`config.mk`:
```
export PLATFORM = sky130hd
export DESIGN_NAME = dbg_evt_combiner
export DESIGN_NICKNAME = d
export VERILOG_FILES = /design/src/rtl/dbg_evt_pkg.sv /design/src/rtl/dbg_evt_regs.sv /design/src/rtl/dbg_evt_reduce.sv /design/src/rtl/dbg_evt_combiner.sv
export SDC_FILE = /design/constraint.sdc
export NUM_CORES = 1
export LEC_CHECK = 0
export ABC_AREA = 0
export BUFFER_PORTS_ARGS = -buffer_cell sky130_fd_sc_hd__buf_4
export CAP_MARGIN = 10
export CORE_ASPECT_RATIO = 2
export CORE_UTILIZATION = 25
export CTS_CLUSTER_DIAMETER = 120
export DETAILED_ROUTE_END_ITERATION = 8
export HOLD_SLACK_MARGIN = 0.08
export PLACE_DENSITY = 0.39
export SLEW_MARGIN = 5
export SYNTH_ARGS = -nofsm -noshare
export SYNTH_HDL_FRONTEND = slang
export SYNTH_SLANG_ARGS = --single-unit
```
`constraint.sdc`:
```
create_clock -name clk_i -period 1.85 [get_ports clk_i]
set_clock_uncertainty 0.05 [all_clocks]
set_input_delay 0.37 -clock clk_i [delete_from_list [all_inputs] [get_ports clk_i]]
set_output_delay 0.37 -clock clk_i [all_outputs]
set_load 0.02 [all_outputs]
```
`src/rtl/dbg_evt_pkg.sv`:
```
package dbg_evt_pkg;
  localparam int unsigned SRC_W = 16;

  typedef enum logic [1:0] {
    SEL_EXC  = 2'd0,
    SEL_TON  = 2'd1,
    SEL_TOFF = 2'd2,
    SEL_MODE = 2'd3
  } reg_sel_e;

  localparam int unsigned MODE_EXC  = 0;
  localparam int unsigned MODE_TON  = 1;
  localparam int unsigned MODE_TOFF = 2;
  localparam int unsigned MODE_W    = 3;
  localparam int unsigned N_OUT     = 3;
endpackage

```
`src/rtl/dbg_evt_regs.sv`:
```
module dbg_evt_regs
  import dbg_evt_pkg::*;
#(
  parameter int unsigned W = SRC_W
) (
  input  logic              clk_i,
  input  logic              rst_ni,
  input  logic              wr_en_i,
  input  logic [1:0]        wr_sel_i,
  input  logic [W-1:0]      wr_data_i,
  input  logic [1:0]        rd_sel_i,
  output logic [W-1:0]      rd_data_o,
  output logic [W-1:0]      exc_mask_o,
  output logic [W-1:0]      ton_mask_o,
  output logic [W-1:0]      toff_mask_o,
  output logic [MODE_W-1:0] mode_o,
  output logic              clash_o
);
  localparam int unsigned PAD_W = W - MODE_W;

  logic [W-1:0]      exc_q, ton_q, toff_q;
  logic [MODE_W-1:0] mode_q;
  logic              clash_q;

  // Bits that a trace-mask write would have to drop
  logic [W-1:0] ton_drop, toff_drop;
  logic         wr_ton, wr_toff, clash_evt;

  assign wr_ton    = wr_en_i && (wr_sel_i == SEL_TON);
  assign wr_toff   = wr_en_i && (wr_sel_i == SEL_TOFF);
  assign ton_drop  = wr_data_i & toff_q;
  assign toff_drop = wr_data_i & ton_q;
  assign clash_evt = (wr_ton && (|ton_drop)) || (wr_toff && (|toff_drop));

  always_ff @(posedge clk_i or negedge rst_ni) begin
    if (!rst_ni) begin
      exc_q   <= '0;
      ton_q   <= '0;
      toff_q  <= '0;
      mode_q  <= '0;
      clash_q <= 1'b0;
    end else begin
      if (wr_en_i && (wr_sel_i == SEL_EXC))  exc_q  <= wr_data_i;
      if (wr_ton)                             ton_q  <= wr_data_i & ~toff_q;
      if (wr_toff)                            toff_q <= wr_data_i & ~ton_q;
      if (wr_en_i && (wr_sel_i == SEL_MODE)) mode_q <= wr_data_i[MODE_W-1:0];
      if (clash_evt)                          clash_q <= 1'b1;
    end
  end

  always_comb begin
    unique case (rd_sel_i)
      SEL_EXC:  rd_data_o = exc_q;
      SEL_TON:  rd_data_o = ton_q;
      SEL_TOFF: rd_data_o = toff_q;
      default:  rd_data_o = {{PAD_W{1'b0}}, mode_q};
    endcase
  end

  assign exc_mask_o  = exc_q;
  assign ton_mask_o  = ton_q;
  assign toff_mask_o = toff_q;
  assign mode_o      = mode_q;
  assign clash_o     = clash_q;

  AST_MASKS_DISJOINT: assert property (@(posedge clk_i) disable iff (!rst_ni)
    (ton_q & toff_q) == '0);
  AST_CLASH_STICKY: assert property (@(posedge clk_i) disable iff (!rst_ni)
    clash_q |=> clash_q);
endmodule

```
`src/rtl/dbg_evt_reduce.sv`:
```
module dbg_evt_reduce #(
  parameter int unsigned W = 16
) (
  input  logic [W-1:0] mask_i,
  input  logic [W-1:0] src_i,
  input  logic         and_mode_i,
  output logic         hit_o
);
  // Masked reduction; an empty mask never qualifies
  function automatic logic combine(input logic [W-1:0] m,
                                   input logic [W-1:0] s,
                                   input logic         all_req);
    logic any_on, all_on;
    any_on = |(s & m);
    all_on = &(s | ~m);
    if (m == '0) return 1'b0;
    return all_req ? all_on : any_on;
  endfunction

  assign hit_o = combine(mask_i, src_i, and_mode_i);

  always_comb begin
    if (mask_i == '0) AST_EMPTY_NO_HIT: assert (!hit_o);
  end
endmodule

```
`src/rtl/dbg_evt_combiner.sv`:
```
module dbg_evt_combiner
  import dbg_evt_pkg::*;
#(
  parameter int unsigned SRC_W_P = SRC_W
) (
  input  logic               clk_i,
  input  logic               rst_ni,
  input  logic [SRC_W_P-1:0] src_i,
  input  logic               wr_en_i,
  input  logic [1:0]         wr_sel_i,
  input  logic [SRC_W_P-1:0] wr_data_i,
  input  logic [1:0]         rd_sel_i,
  output logic [SRC_W_P-1:0] rd_data_o,
  output logic               exc_req_o,
  output logic               trc_on_o,
  output logic               trc_off_o,
  output logic               clash_o
);
  logic [SRC_W_P-1:0] exc_mask, ton_mask, toff_mask;
  logic [MODE_W-1:0]  mode;

  dbg_evt_regs #(.W(SRC_W_P)) u_regs (
    .clk_i       (clk_i),
    .rst_ni      (rst_ni),
    .wr_en_i     (wr_en_i),
    .wr_sel_i    (wr_sel_i),
    .wr_data_i   (wr_data_i),
    .rd_sel_i    (rd_sel_i),
    .rd_data_o   (rd_data_o),
    .exc_mask_o  (exc_mask),
    .ton_mask_o  (ton_mask),
    .toff_mask_o (toff_mask),
    .mode_o      (mode),
    .clash_o     (clash_o)
  );

  // One reducer per output, indexed like the mode bits
  logic [SRC_W_P-1:0] mask_arr [N_OUT];
  logic [N_OUT-1:0]   hit;

  assign mask_arr[MODE_EXC]  = exc_mask;
  assign mask_arr[MODE_TON]  = ton_mask;
  assign mask_arr[MODE_TOFF] = toff_mask;

  for (genvar k = 0; k < N_OUT; k++) begin : g_red
    dbg_evt_reduce #(.W(SRC_W_P)) u_red (
      .mask_i     (mask_arr[k]),
      .src_i      (src_i),
      .and_mode_i (mode[k]),
      .hit_o      (hit[k])
    );
  end

  // Named events for the assertions
  logic exc_hit, ton_hit, toff_hit, exc_rise, ton_pass;
  logic exc_hit_q;

  assign exc_hit  = hit[MODE_EXC];
  assign ton_hit  = hit[MODE_TON];
  assign toff_hit = hit[MODE_TOFF];
  assign exc_rise = exc_hit && !exc_hit_q;
  assign ton_pass = ton_hit && !toff_hit;

  always_ff @(posedge clk_i or negedge rst_ni) begin
    if (!rst_ni) begin
      exc_hit_q <= 1'b0;
      exc_req_o <= 1'b0;
      trc_on_o  <= 1'b0;
      trc_off_o <= 1'b0;
    end else begin
      exc_hit_q <= exc_hit;
      exc_req_o <= exc_rise;
      trc_on_o  <= ton_pass;
      trc_off_o <= toff_hit;
    end
  end

  AST_EXC_ONE_CYCLE: assert property (@(posedge clk_i) disable iff (!rst_ni)
    exc_req_o |=> !exc_req_o);
  AST_TRACE_EXCLUSIVE: assert property (@(posedge clk_i) disable iff (!rst_ni)
    !(trc_on_o && trc_off_o));
  AST_EXC_EMPTY_MASK: assert property (@(posedge clk_i) disable iff (!rst_ni)
    ($past(exc_mask) == '0) |-> !exc_req_o);
  AST_TOFF_FOLLOWS: assert property (@(posedge clk_i) disable iff (!rst_ni)
    toff_hit |=> trc_off_o);
endmodule

```
== After elaboration in Yosys (flattened, before gate mapping) ==
Cells that the tools add are included.

* Bits in registers: 56
* Bits in latches: 0
* Bits in writable memories: 0
* Bits in read-only memories: 0
* Input bits: 39
* Output and inout port bits: 20
* Word-level logic and storage cells: 64
* Memories: 0

* Add/subtract/negate cells: 0
* Multipliers: 0
* Div/mod/pow operators: 0
* Magnitude comparators: 0
* Equality and inequality tests: 5
* Shift-type cells: 0
* Multiplexer cells: 13
* Bitwise logic cells: 13
* Reduce and logical (&&, ||, !) cells: 24

{| class="wikitable"
|+ Operators by type and width
! kind !! number
|-
| bitwise AND 16 bit || 7
|-
| OR reduction 16 bit || 5
|-
| logical NOT 16 bit || 3
|-
| inverter 16 bit || 3
|-
| bitwise OR 16 bit || 3
|-
| case mux 16 bit (3 select lines) || 1
|-
| AND reduction 16 bit || 3
|-
| two-way mux 1 bit || 12
|-
| logical AND 1 bit || 8
|-
| equality test 2 bit (second input constant) || 3
|-
| equality test 2 x 1 -> 1 bit (second input constant) || 2
|-
| logical NOT 2 bit || 2
|-
| logical NOT 1 bit || 2
|-
| logical OR 1 bit || 1
|}

== Logic depth before layout (Yosys ltp) ==
* Depth in word-level cells: 7
* Depth in mapped cells: 5

== Hierarchy ==
A second synthesis with hierarchy kept.

* Cells, all modules: 364
* Area, all modules: 3794.9 um2

{| class="wikitable"
|+ By module, submodules not included
! module !! instances !! cells an instance !! area an instance (um2) !! sequential area each (um2)
|-
| dbg_evt_regs || 1 || 247 || 2608.8 || 1301.2
|-
| dbg_evt_reduce || 3 || 37 || 352.8 || 0.0
|-
| dbg_evt_combiner || 1 || 6 || 127.6 || 100.1
|}

== Worst setup path after synthesis ==
No wires, ideal clock.

* Path kind: input -> output
* Start: input rd_sel_i[0]
* End: output rd_data_o[10]
* Data arrival time: 1441 ps
* Required time: 1430 ps
* Path slack: -11 ps
* Cell stages on the path: 4
* Cell sequence: buf_2 > buf_2 > mux2i_1 > o21ai_0

* Word-level cells in the longest chain between the ends: 2

{| class="wikitable"
|+ RTL lines
! item !! RTL line !! RTL
|-
| from (decl) || dbg_evt_combiner.sv:12 || <nowiki>input logic [1:0] rd_sel_i,</nowiki>
|-
| equality test 2 bit (tied with other cells) || dbg_evt_regs.sv:52 || <nowiki>unique case (rd_sel_i)</nowiki>
|-
| case mux 16 bit (3 select lines) (*) || dbg_evt_regs.sv:52 ||
|-
| to (decl) || dbg_evt_combiner.sv:13 || <nowiki>output logic [SRC_W_P-1:0] rd_data_o,</nowiki>
|}

Mark *: on every way between the ends. The rest lies on a longest branch, timed or not.

== Worst setup path after layout ==
* Start: register u_regs.ton_q[0] (netlist: u_regs.ton_mask_o[0])
* End: output rd_data_o[0]

* Word-level cells in the longest chain between the ends: 1

{| class="wikitable"
|+ RTL lines
! item !! RTL line !! RTL
|-
| from (decl) || dbg_evt_regs.sv:21 || <nowiki>logic [W-1:0] exc_q, ton_q, toff_q;</nowiki>
|-
| from (signal assigned) || dbg_evt_regs.sv:44 || <nowiki>if (wr_ton) ton_q <= wr_data_i & ~toff_q;</nowiki>
|-
| case mux 16 bit (3 select lines) || dbg_evt_regs.sv:52 ||
|}

No other way between the ends.

==> results.json <==
{
  "nFillCells": 1383,
  "vdd_ir_drop_max_mv": 0.5532,
  "dp.cells": 613,
  "die_h_um": 166.8,
  "via_per_inst": 5.534,
  "syn_inst": 376,
  "status": "complete, but fails checks",
  "floorplan.rows": 59,
  "powerDensity_nw_per_um2": 1039,
  "switching_share_pct": 36.65,
  "h-tree-depth": 2,
  "path_clk_slew_ns": 0.08,
  "rsz0062_at_grt": "yes",
  "dp_hpwl_um": 12810,
  "seq_power_share_pct": 39.0,
  "synth_top_family_by_area": "compound AO/OA/AOI/OAI gates",
  "num_vias": 3459,
  "synth_compound_area_share_pct": 22.99,
  "ys_ff_latch": 56,
  "cts-root-buf": "clkbuf_16",
  "worst_pin_slew_ns": 0.4413,
  "hp-class": "in -> reg",
  "grt_max_degree": 34,
  "clock_latency_ns": 0.30,
  "grt_pass1_wl_um": 24180,
  "cts.path.max_buffers": 2,
  "core_um2": 13140,
  "synth_fa_ha_area_share_pct": 0,
  "comb_power_share_pct": 34.7,
  "layout-drive-gt1-share_pct": 30.02,
  "globalplace.congestion": 0.8963,
  "met2_length_um": 8550,
  "max_freq_mhz": 540.8,
  "n_antenna_cell": 0,
  "layout_commonest_cell": "buf_4",
  "cts_tree": "yes",
  "route.met3.wl_um": 608,
  "synth.distinct_cells": 36,
  "synthXorXnorAreaFrac_pct": 0,
  "final_hold_viol_count": 0,
  "period_needed_ns": 1.849,
  "port_buffers": 58,
  "crit_path_end_kind": "primary output",
  "cap_violations": 0,
  "required_ns": 1.43,
  "clkSinkCount": 56,
  "grt_pass1_vias": 3626,
  "wl_per_cell_um": 26.42,
  "multiInputGateArea_um2": 1873,
  "drc_errors": 8,
  "dr.pass1.iters": 7,
  "p_int_mw": 3.009,
  "areaGrowthSynthToFinish_pct": 34.67,
  "power_frac_clock_pct": 26.2,
  "path_class": "reg -> out",
  "antenna_found_initial": 0,
  "yosysWarnings": 0,
  "grt_overflow_total": 0,
  "final_nets": 512,
  "start_util_pct": 25.84,
  "regArea_um2": 1414,
  "synth_area_um2": 3396,
  "grt_usage_pct": 23.97,
  "syn_avg_cell_area_um2": 9.031,
  "layout_common_cells": "buf_4 (96), nand2_1 (63), dfrtp_1 (46)",
  "syn-num-nets": 415,
  "pin_count": 59,
  "slew_headroom_pct": 70.58,
  "whs_ns": 0.2861,
  "post-route-period-util_pct": 99.95,
  "final_core_util_pct": 34.80,
  "setup_viol": 0,
  "dieWidth_um": 84.41,
  "path_cells": "mux4_2 -> buf_6",
  "numCtsBuffers": 5,
  "critical_path_arrival_ns": 1.43,
  "ys_seq_area_share_pct": 41.27,
  "cp_slowest_stage_delay_ns": 0.49,
  "wirelength_met1_um": 6363,
  "finalSetupTns_ns": 0,
  "drtIter0Drc": 312,
  "cp_max_fo": 6,
  "ant_nets": 0,
  "top_layer": "met4",
  "slew_viol_final": 0,
  "p_leak_nw": 2.034,
  "dieArea_um2": 14080,
  "violations": "design-rule violations",
  "synthMuxAreaShare_pct": 10.13,
  "instances_no_fill": 625,
  "switchingPower_mw": 1.741,
  "crit_path_top_delay_cell": "dfrtp_2",
  "start_kind": "flop",
  "synth_simple_gate_area_share_pct": 21.30,
  "wl_um": 16510
}
-- logic make-up (layout without fill, tap and decap cells) --
logic type	count (synthesis)	in the layout
simple gates	138	138
compound gates	115	115
buf+inv	38	135
flops	56	56
mux	29	29
-- final cells by class --
class	count	area share, %
clock buffer	5	2.736
multi-input combinational	282	40.96
sequential	56	30.92
clock inverter	2	1.313
tap	152	4.159
inverter	26	2.134
timing repair buffer	102	17.78
-- worst max-delay path, delay by kind of cell (launching register included) --
family,cells,cell delay (ns)
DFF,1,0.49
muxes,1,0.49
buffers and inverters,1,0.15
-- power groups by stage --
stage          sequential, mW  clock, mW  combinational, mW
2_1_floorplan            1.74          0              0.779
3_3_place_gp             1.89          0               1.58
3_5_place_dp             1.89          0               1.57
4_1_cts                  1.87       1.28               1.59
5_1_grt                  1.88       1.32               1.77
6_report                 1.85       1.25               1.65
-- state kept, by name (all words and copies together), names as in the netlist --
name / cells
exc_hit_q: 1
u_regs.ton_mask_o: 16
u_regs.exc_mask_o: 16
trc_on_o: 1
u_regs.clash_o: 1
u_regs.toff_mask_o: 16
exc_req_o: 1
u_regs.mode_o: 3
trc_off_o: 1
-- per-stage QoR --
step	power, mW	area [µm²]	setup slack [ns]
3_3_place_gp	3.465	4308	-0.05691
2_1_floorplan	2.515	3396	0.1014
6_report	4.750	4573	0.0009711
5_1_grt	4.970	4573	-0.02369
4_1_cts	4.734	4524	-0.03341
3_5_place_dp	3.457	4308	-0.06369
-- cells in the mapped netlist --
master | instances | share of area (%)
inv_2 | 2 | 0.22
nor3b_1 | 1 | 0.22
a22o_1 | 9 | 2.3
clkbuf_1 | 9 | 0.99
nand2_1 | 63 | 7.0
a31oi_1 | 2 | 0.37
nor2b_1 | 8 | 1.5
nand4_1 | 6 | 1.1
o211a_1 | 1 | 0.29
and3_1 | 3 | 0.55
buf_2 | 3 | 0.44
o2111ai_1 | 6 | 1.5
nor4_1 | 13 | 2.4
a222oi_1 | 3 | 0.88
and4b_1 | 1 | 0.29
and2b_1 | 1 | 0.22
dfrtp_1 | 56 | 41
mux2_2 | 13 | 4.3
mux2i_1 | 13 | 3.8
nor3b_2 | 1 | 0.37
and4_1 | 2 | 0.52
a221o_1 | 2 | 0.59
a2111oi_2 | 2 | 0.88
a221oi_1 | 9 | 2.3
o41ai_1 | 1 | 0.26
a21oi_1 | 5 | 0.74
o22ai_1 | 6 | 1.1
or3_1 | 1 | 0.18
o41ai_2 | 1 | 0.48
o21ai_0 | 52 | 7.7
mux4_2 | 3 | 2.0
nand2b_1 | 34 | 6.3
a22oi_1 | 16 | 3.5
nand3b_1 | 2 | 0.44
inv_1 | 24 | 2.7
nand3_1 | 2 | 0.29
-- per-layer routing --
metal	GRT usage, %	up-vias
li1	-	1582
met1	27.10	1712
met2	42.77	127
met3	2.428	38
met4	14.59	0
met5	0	-
-- path summary, 6_finish.rpt --
check / end / slack [ns] / startpoint / cells after the start
setup / recovery: rd_data_o[0] / 0.001 / u_regs.ton_mask_o[0] / 2
hold / removal: u_regs.exc_mask_o[8] / 0.29 / wr_data_i[8] / 3
setup reg to reg: u_regs.clash_o / 0.04 / u_regs.ton_mask_o[10] / 5
hold reg to reg: u_regs.ton_mask_o[1] / 0.46 / u_regs.ton_mask_o[1] / 2
max in group asynchronous: u_regs.ton_mask_o[1] / 0.79 / rst_ni / 3
min in group asynchronous: u_regs.exc_mask_o[8] / 0.45 / rst_ni / 2
-- repair_timing --
action,CTS,global route
gates resized for setup,6,8
buffers inserted,0,4
hold buffers,1,0
hold endpoints to repair,16,0
endpoints found under the setup margin,7,8
pin swaps,0,1
Note: power is estimated with default switching activity, not from simulation.
